$ cat src/rtl/busSizePkg.sv
package busSizePkg;

  typedef enum logic [1:0] {
    ST_IDLE = 2'd0,
    ST_BUS  = 2'd1,
    ST_GAP  = 2'd2
  } seqState_t;

  // strobes from control to datapath
  typedef struct packed {
    logic load;      // capture a new request
    logic step;      // an operation completed this cycle
    logic twoBytes;  // the completed operation moved two bytes
  } dpStrobe_t;

  // active-low acknowledge encodings: bit1 = word port, bit0 = byte port
  localparam logic [1:0] ACK_NONE = 2'b11;
  localparam logic [1:0] ACK_BYTE = 2'b10;
  localparam logic [1:0] ACK_WORD = 2'b01;
  localparam logic [1:0] ACK_BAD  = 2'b00;

endpackage

$ cat src/rtl/busSizeCtrl.sv
module busSizeCtrl
  import busSizePkg::*;
#(
  parameter int WAIT_MAX = 16
) (
  input  logic       clk,
  input  logic       rstN,
  input  logic       reqValid,
  input  logic [1:0] ackN,
  input  logic [2:0] remCnt,
  output dpStrobe_t  strobe,
  output logic       busAsN,
  output logic       reqReady,
  output logic       done,
  output logic       busErr
);

  localparam int CW = $clog2(WAIT_MAX + 1);
  localparam logic [CW-1:0] WAIT_LAST = CW'(WAIT_MAX - 1);

  seqState_t state, nextState;
  logic [CW-1:0] waitCnt;
  logic finish, fail;

  always_comb begin
    strobe    = '0;
    nextState = state;
    finish    = 1'b0;
    fail      = 1'b0;
    case (state)
      ST_IDLE: begin
        if (reqValid) begin
          strobe.load = 1'b1;
          nextState   = ST_BUS;
        end
      end
      ST_BUS: begin
        case (ackN)
          ACK_NONE: begin
            if (waitCnt == WAIT_LAST) begin
              fail      = 1'b1;
              nextState = ST_IDLE;
            end
          end
          ACK_BYTE, ACK_WORD: begin
            strobe.step     = 1'b1;
            strobe.twoBytes = (ackN == ACK_WORD) && (remCnt >= 3'd2);
            if ((strobe.twoBytes ? 3'd2 : 3'd1) == remCnt) begin
              finish    = 1'b1;
              nextState = ST_IDLE;
            end else begin
              nextState = ST_GAP;
            end
          end
          default: begin
            fail      = 1'b1;
            nextState = ST_IDLE;
          end
        endcase
      end
      ST_GAP:  nextState = ST_BUS;
      default: nextState = ST_IDLE;
    endcase
  end

  always_ff @(posedge clk) begin
    if (!rstN) begin
      state   <= ST_IDLE;
      waitCnt <= '0;
      done    <= 1'b0;
      busErr  <= 1'b0;
    end else begin
      state   <= nextState;
      waitCnt <= (state == ST_BUS && ackN == ACK_NONE && !fail) ? waitCnt + 1'b1 : '0;
      done    <= finish | fail;
      busErr  <= fail;
    end
  end

  assign busAsN   = (state != ST_BUS);
  assign reqReady = (state == ST_IDLE);

endmodule

$ cat src/rtl/busSizeData.sv
module busSizeData
  import busSizePkg::*;
#(
  parameter int ADDR_W = 24
) (
  input  logic              clk,
  input  logic              rstN,
  input  dpStrobe_t         strobe,
  input  logic              reqWrite,
  input  logic [ADDR_W-1:0] reqAddr,
  input  logic [1:0]        reqSize,
  input  logic [31:0]       reqWData,
  input  logic [15:0]       busDataIn,
  output logic [2:0]        remCnt,
  output logic [ADDR_W-1:0] busAddr,
  output logic [1:0]        busSize,
  output logic              isWrite,
  output logic [15:0]       busDataOut,
  output logic [31:0]       rData
);

  logic [ADDR_W-1:0] addrR;
  logic [2:0]        remR;
  logic [31:0]       opR;
  logic [31:0]       accR;
  logic              wrR;
  logic [2:0]        lead, follow;

  function automatic logic [7:0] pickByte(input logic [31:0] w, input logic [2:0] pos);
    return w[{pos[1:0], 3'b000} +: 8];
  endfunction

  always_ff @(posedge clk) begin
    if (!rstN) begin
      addrR <= '0;
      remR  <= '0;
      opR   <= '0;
      accR  <= '0;
      wrR   <= 1'b0;
    end else if (strobe.load) begin
      addrR <= reqAddr;
      remR  <= (reqSize == 2'b00) ? 3'd4 : {1'b0, reqSize};
      opR   <= reqWData;
      accR  <= '0;
      wrR   <= reqWrite;
    end else if (strobe.step) begin
      addrR <= addrR + (strobe.twoBytes ? ADDR_W'(2) : ADDR_W'(1));
      remR  <= remR - (strobe.twoBytes ? 3'd2 : 3'd1);
      if (!wrR) begin
        accR <= strobe.twoBytes ? {accR[15:0], busDataIn} : {accR[23:0], busDataIn[15:8]};
      end
    end
  end

  // leading byte of the remaining operand sits at byte index remR-1
  assign lead       = remR - 3'd1;
  assign follow     = remR - 3'd2;
  assign busDataOut = {pickByte(opR, lead), (remR >= 3'd2) ? pickByte(opR, follow) : 8'h00};
  assign remCnt     = remR;
  assign busAddr    = addrR;
  assign busSize    = remR[1:0];
  assign isWrite    = wrR;
  assign rData      = accR;

endmodule

$ cat src/rtl/busSizeSeq.sv
module busSizeSeq
  import busSizePkg::*;
#(
  parameter int ADDR_W   = 24,
  parameter int WAIT_MAX = 16
) (
  input  logic              clk,
  input  logic              rstN,
  input  logic              reqValid,
  input  logic              reqWrite,
  input  logic [ADDR_W-1:0] reqAddr,
  input  logic [1:0]        reqSize,
  input  logic [31:0]       reqWData,
  output logic              reqReady,
  output logic [ADDR_W-1:0] busAddr,
  output logic [1:0]        busSize,
  output logic              busRdWr,
  output logic              busAsN,
  output logic [15:0]       busDataOut,
  output logic              busDataOe,
  input  logic [15:0]       busDataIn,
  input  logic [1:0]        ackN,
  output logic              done,
  output logic              busErr,
  output logic [31:0]       rData
);

  dpStrobe_t strobe;
  logic [2:0] remCnt;
  logic       isWrite;

  busSizeCtrl #(.WAIT_MAX(WAIT_MAX)) u_ctrl (
    .clk      (clk),
    .rstN     (rstN),
    .reqValid (reqValid),
    .ackN     (ackN),
    .remCnt   (remCnt),
    .strobe   (strobe),
    .busAsN   (busAsN),
    .reqReady (reqReady),
    .done     (done),
    .busErr   (busErr)
  );

  busSizeData #(.ADDR_W(ADDR_W)) u_data (
    .clk        (clk),
    .rstN       (rstN),
    .strobe     (strobe),
    .reqWrite   (reqWrite),
    .reqAddr    (reqAddr),
    .reqSize    (reqSize),
    .reqWData   (reqWData),
    .busDataIn  (busDataIn),
    .remCnt     (remCnt),
    .busAddr    (busAddr),
    .busSize    (busSize),
    .isWrite    (isWrite),
    .busDataOut (busDataOut),
    .rData      (rData)
  );

  assign busRdWr   = !isWrite;
  assign busDataOe = isWrite && !busAsN;

endmodule

$ cat config.mk
export PLATFORM = sky130hd
export DESIGN_NAME = busSizeSeq
export DESIGN_NICKNAME = d
export VERILOG_FILES = /design/src/rtl/busSizePkg.sv /design/src/rtl/busSizeCtrl.sv /design/src/rtl/busSizeData.sv /design/src/rtl/busSizeSeq.sv
export SDC_FILE = /design/constraint.sdc
export NUM_CORES = 1
export LEC_CHECK = 0
export ABC_AREA = 1
export BUFFER_PORTS_ARGS = -buffer_cell sky130_fd_sc_hd__buf_2
export CAP_MARGIN = 20
export CORE_ASPECT_RATIO = 0.9
export CORE_MARGIN = 10
export CORE_UTILIZATION = 40
export DETAILED_ROUTE_END_ITERATION = 6
export SLEW_MARGIN = 20
export SYNTH_ARGS = -nofsm -noshare
export SYNTH_HDL_FRONTEND = slang
export SYNTH_SLANG_ARGS = --single-unit
$ cat constraint.sdc
create_clock -name clk -period 3.1 [get_ports clk]
set_input_delay 0.62 -clock clk [delete_from_list [all_inputs] [get_ports clk]]
set_output_delay 0.62 -clock clk [all_outputs]
set_load 0.03 [all_outputs]
==> out/metrics.csv, run 1 <==
metric;value;unit
outcome;completed;
worst-setup-path-type;flip-flop to output pin;
hold_path_class;flip-flop to flip-flop;
cts_tree;done;
final_nets;1072;
ys_seq_area_share;35.9;%
cp_cell_sequence;buf_4 -> ha_1 -> inv_1 -> o21ai_0 -> o22ai_1 -> buf_2;
insertion_delay;0.36;ns
p_leak;3.20;nW
crit_fanout;13;
yosys-top-cells-area;dfxtp_1, nand2_1, nor2_1;
netlist_instances;853;
drive_gt1_share;22.0;%
yosysTopAreaCell;dfxtp_1;
finalHoldViolCount;0;
worstRegToRegCells;15;
ctsResizeCount;0;
synth-simple-area-share;31.3;%
critPathMaxStageDelay;0.41;ns
yosys.cell_types.count;42;
grt_pass1_wl;28400;um
slew_viol_final;0;
routed_via_density;5.02;
setup_viol;0;
grt_pass1_vias;5377;
synth_compound_area_share;18.6;%
postCtsHoldBufs;0;
dpl.hpwl;12700;um
met1Wirelength;8780;um
die_area;19300;um^2
grt_overflow;0;
crit_path_end_kind;output pin;
async_flop_share;0;%
fillerInstances;1484;
row_count;41;
dr.pass1.iters;5;
cts_buffers;9;
vias;5939;
synth_edf_count;0;
synth_fa_ha_area_share;2.13;%
area_growth_syn_to_layout;20.6;%
routed_wl;17500;um
synthFlopType;dfxtp_1;
syn_area_per_cell;6.61;um^2
post-route-period-util;85.9;%
clk_path_buf_depth;2;
ant_nets;0;
whs_path_depth;1;
gp_congestion;0.854;
tightest_slew;0.625;ns
clkTransAtPathRegs;0.07;ns
required;2.48;ns
met2_wirelength;7470;um
synth_top_family_by_area;simple AND/OR/NAND/NOR gates;
io_buffers;159;
postLayoutCoreUtil;48.9;%
vdd_ir_drop_max;0.295;mV
core;13900;um^2
grt_start_max_net_pins;67;
fmaxAchievable;0.375;GHz
clkSinkCount;101;
die_y;133;um
drc;0;
syn-cell-area;5640;um^2
drtIter0Drc;401;
synth_mux_area_share;0;%
place_ws;0.460;ns
clock_skew;0.00507;ns
grt_antenna_before_repair;1;
period_needed;2.66;ns
crit_arrival;2.04;ns
root_buffer;clkbuf_16;
dieWidth;145;um
synth_nets;942;
finalSetupTns;0;ns
critPathLaunchType;flip-flop;
fin_ws;0.437;ns
synth_xor_area_share;0.777;%
avgRoutedWirePerCell;14.8;um
relSlewSlack;58.3;%
wl_met3;1050;um
ios;160;
grt_usage;17.5;%
synth-seq-cells;101;
synth_top_area_share;35.9;%
post_cts.repair.setup_buffers;0;
drv_cap;0;
crit_slowest_cell;ha_1;
top_layer;met4;
power_density;534;nW/um^2
cts_max_level;3;
rsz0062_at_grt;no;
yosys_warnings;0;
initial_utilization;40.6;%
==> cells by family after synthesis <==
family	after synthesis
simple gates	408
compound gates	182
buf+inv	148
flops	101
fa+ha+maj	9
xor+xnor	5
==> placed cells by master, fill, tap and decap left out, drive strengths merged, types with 8 or more instances in the layout <==
| cell | n |
|---|---|
| inv | 99 |
| ha | 8 |
| buf | 171 |
| o211ai | 37 |
| nand3 | 65 |
| a21oi | 32 |
| clkbuf | 10 |
| nand4 | 12 |
| nor3 | 11 |
| nor2 | 149 |
| nand2 | 163 |
| o21ai | 94 |
| o22ai | 9 |
| dfxtp | 101 |
==> report_power, final <==
group          switching [mW]  leakage (nW)  internal (mW)
Clock                   0.553         0.147          0.585
Sequential             0.0937         0.828           1.39
Combinational           0.690          2.23          0.314
Total                    1.34          3.20           2.29
==> layer usage <==
layer  vias up  track usage, %
li1       3059               -
met1      2683            24.5
met5         -               0
met4         0            4.88
met3        21            4.60
met2       176            25.9
==> area by class of cell <==
type	count	area [um^2]	area share (%)
sequential	101	2020	29.7
antenna	1	2.50	0.0368
clock buffer	10	239	3.51
tap	193	241	3.55
timing repair buffer	171	898	13.2
inverter	96	363	5.34
multi-input combinational	604	2980	43.8
clock inverter	6	53.8	0.791
==> through the flow <==
| stage | hold slack (ns) | cell area [um^2] | total power [mW] | std cells |
|---|---|---|---|---|
| 2_1_floorplan | 0.418 | 5640 | 2.22 | 853 |
| 4_1_cts | 0.450 | 6800 | 3.67 | 1181 |
| 3_5_place_dp | 0.438 | 6500 | 2.52 | 1165 |
| 3_3_place_gp | 0.434 | 6500 | 2.52 | 1165 |
| 5_1_grt | 0.475 | 6800 | 3.84 | 1182 |
| 6_report | 0.450 | 6800 | 3.63 | 1182 |
==> synthesized netlist by cell type, drive strengths merged, types with 8 or more instances <==
| library cell | count |
|---|---|
| nor2 | 149 |
| nor3 | 11 |
| clkbuf | 21 |
| o22ai | 9 |
| buf | 31 |
| a21oi | 32 |
| nand2 | 163 |
| o21ai | 94 |
| dfxtp | 101 |
| ha | 8 |
| o211ai | 37 |
| nand3 | 65 |
| inv | 95 |
| nand4 | 12 |
==> critical path, delay by kind of cell, from the launching register on <==
family / cells / cell delay [ns]
flops: 1 / 0.30
compound gates: 2 / 0.31
fa+ha+maj: 1 / 0.41
buf+inv: 3 / 0.67
==> sequential cells by signal (all words and copies together) (netlist names) <==
name            count
u_data.rData       32
u_ctrl.busErr       1
u_data.opR         32
u_data.isWrite      1
u_data.busAddr     24
u_data.remCnt       3
u_ctrl.done         1
u_ctrl.state        2
u_ctrl.waitCnt      5
==> worst paths after layout <==
| kind | from | to | slack (ns) |
|---|---|---|---|
| worst min-delay path | u_ctrl.waitCnt[0]$_SDFF_PN0_ | u_ctrl.waitCnt[0]$_SDFF_PN0_ | 0.45 |
| worst min register to register | u_ctrl.waitCnt[0]$_SDFF_PN0_ | u_ctrl.waitCnt[0]$_SDFF_PN0_ | 0.45 |
| worst max-delay path | u_data.remCnt[1]$_SDFFE_PN0P_ | busDataOut[14] | 0.44 |
| worst max register to register | u_data.remCnt[1]$_SDFFE_PN0P_ | u_data.busAddr[14]$_SDFFE_PN0P_ | 0.66 |
No activity file was read; power rests on OpenSTA's default activity.
==> inputs of run 2 (changes only) <==
Settings changed: PLACE_DENSITY set to 0.66.
Clock period 3.1 ns to 2.2 ns, I/O delays scaled along.
==> run 2 against run 1 <==
Net effect:
- sequential power grew 41%
- first-iteration DRC count grew 16%
- clock skew grew 0.0038 ns
- register-to-register slack lost 0.51 ns
- sequential share of layout area shrank 0.90 points
- die area is the same
- worst hold slack lost 0.11 ns
- worst setup slack lost 0.43 ns
- largest power group unchanged
- cell count grew 1.4%
- non-clock buffer count grew 17
- combinational power grew 52%
==> out/metrics.csv, run 2 (synthesis gave the netlist of run 1 again) <==
metric;value;unit;change
relSlewSlack;73.7;%;+15 points
vdd_ir_drop_max;0.432;mV;+46%
critPathMaxStageDelay;0.35;ns;-0.06 ns
gp_congestion;0.875;;+2.5%
rsz0062_at_grt;yes;;
crit_slowest_cell;dfxtp_2;;
dpl.hpwl;13000;um;+2.6%
postLayoutCoreUtil;50.5;%;+1.6 points
min-delay-start;reqWData[29];;
final_common_cell;nand2_1;;
r2r_setup_slack;0.15;ns;-0.51 ns
drc;0;;unchanged
critPathLaunchType;flip-flop;;
final_nets;1090;;+1.7%
final_cells;1199;;+1.4%
cts_buffers;9;;unchanged
p_leak;3.27;nW;+2.1%
outcome;completed;;
dr.pass1.iters;4;;-1
clkTransAtPathRegs;0.07;ns;about the same
clock_skew;0.00889;ns;+0.00382 ns
clkSinkCount;101;;unchanged
diodes;0;;-1
grt_antenna_before_repair;0;;-1
cp_cell_sequence;inv_6 -> ha_4 -> nor2_1 -> nand2_1 -> buf_4 -> clkinvlp_4 -> a21oi_1 -> buf_4;;
ant_nets;0;;unchanged
r2r_end;u_data.remCnt[1]$_SDFFE_PN0P_;;
crit_arrival;1.75;ns;-0.29 ns
postCtsHoldBufs;0;;unchanged
worst-setup-path-type;flip-flop to output pin;;
period_needed;2.19;ns;
power_density;732;nW/um^2;+37%
stdcell_area;7020;um^2;+3.2%
hold_path_class;primary input to flip-flop;;
whs_path_depth;3;;+2
dieWidth;145;um;unchanged
crit_path_frequent_cell;buf_4;;
postPlaceCellArea;6680;um^2;+2.7%
grt_usage;18.0;%;+0.52 points
power.total;5.14;mW;+42%
grt_pass1_vias;5649;;+5.1%
grt_start_max_net_pins;45;;-33%
die_area;19300;um^2;unchanged
post-route-period-util;99.7;%;
worstRegToRegCells;11;;-4
finalHoldViolCount;0;;unchanged
final_cell_mix;nand2_1, buf_2, nor2_1;;
die_y;133;um;unchanged
cts_max_level;3;;unchanged
r2r-start;u_data.remCnt[0]$_SDFFE_PN0P_;;
fin_hold_ws;0.335;ns;-0.115 ns
clk_path_buf_depth;2;;unchanged
required;1.76;ns;-0.72 ns
setup_viol;0;;unchanged
slew_viol_final;0;;unchanged
initial_utilization;40.6;%;unchanged
core;13900;um^2;unchanged
ios;160;;unchanged
area_growth_syn_to_layout;24.5;%;
drtIter0Drc;464;;+16%
grt_overflow;0;;unchanged
cts_tree;done;;
drv_cap;0;;unchanged
routed_via_density;5.01;;-0.24%
io_buffers;159;;unchanged
fillerInstances;1395;;-6.0%
regArea;2020;um^2;+0.12%
routed_wl;17700;um;+0.76%
grt_pass1_wl;29200;um;+2.7%
crit_path_end_kind;output pin;;
dp_cells;1180;;+1.3%
crit_fanout;8;;-5
insertion_delay;0.36;ns;about the same
multiInputGateArea;3020;um^2;+1.4%
drive_gt1_share;24.4;%;+2.4 points
holdPathEnd;u_data.opR[29]$_SDFFE_PN0P_;;
root_buffer;clkbuf_16;;
vias;6010;;+1.2%
tightest_slew;0.393;ns;-0.232 ns
fmaxAchievable;0.456;GHz;
row_count;41;;unchanged
avgRoutedWirePerCell;14.7;um;-0.66%
run 2: area by class of cell:
class / instances / area share, %
multi-input cells: 604 / 43.0
flip-flops and latches: 101 / 28.8
repair buffers: 188 / 15.3
inverters: 96 / 5.40
clock buffers: 13 / 3.56
well taps: 193 / 3.44
clock inverters: 3 / 0.303
repair inverters: 1 / 0.107
run 2: layer usage:
metal / global-route usage, % / part of all wire (%) / vias to the layer above / wire [um]
met2: 26.8 / 43 / 204 / 7610
li1: - / - / 3098 / -
met4: 4.49 / 1.4 / 0 / 253
met5: 0 / 0 / - / 0
met1: 24.9 / 48 / 2692 / 8490
met3: 5.28 / 7.5 / 16 / 1320
run 2: worst max-delay path, delay by kind of cell (launching register included):
family	cells	cell delay, ns
buffers and inverters	4	0.57
DFF	1	0.35
AOI/OAI and AO/OA	1	0.23
and+or+nand+nor	2	0.13
adders and majority gates	1	0.10
run 2: power by group:
part	internal, mW	leakage [nW]	switching (mW)
Sequential	1.96	0.829	0.139
Clock	0.801	0.130	0.714
Combinational	0.523	2.31	1.00
run 2: through the flow:
| step | worst slack (ns) | setup TNS, ns |
|---|---|---|
| final | 0.00731 | 0 |
| after global routing | -0.0622 | -0.226 |
| after CTS | 0.00382 | 0 |
| after detailed placement | -0.0478 | -0.0716 |
| after global placement | -0.00860 | -0.00860 |
| after floorplan | -0.153 | -1.10 |
run 2: repair_timing:
item	in CTS	in global routing
pin swaps	0	0
gates resized for setup	7	13
buffers inserted	1	1
cloned	1	0
endpoints found under the hold margin	0	0
setup endpoints to repair	8	22
run 2: worst max path at each step:
| stage | startpoint | end | slack, ns | depth (start not counted) |
|---|---|---|---|---|
| 2_1_floorplan | u_data.remCnt[0]$_SDFFE_PN0P_ | u_data.busAddr[2]$_SDFFE_PN0P_ | -0.15 | 19 |
| 3_3_place_gp | ackN[1] | u_data.remCnt[1]$_SDFFE_PN0P_ | -0.009 | 10 |
| 3_5_place_dp | ackN[1] | u_data.remCnt[1]$_SDFFE_PN0P_ | -0.05 | 10 |
| 4_1_cts | u_data.remCnt[0]$_SDFFE_PN0P_ | busDataOut[9] | 0.004 | 6 |
| 5_1_grt | u_data.remCnt[0]$_SDFFE_PN0P_ | busDataOut[1] | -0.06 | 8 |
| 6_report | u_data.remCnt[0]$_SDFFE_PN0P_ | busDataOut[1] | 0.007 | 8 |
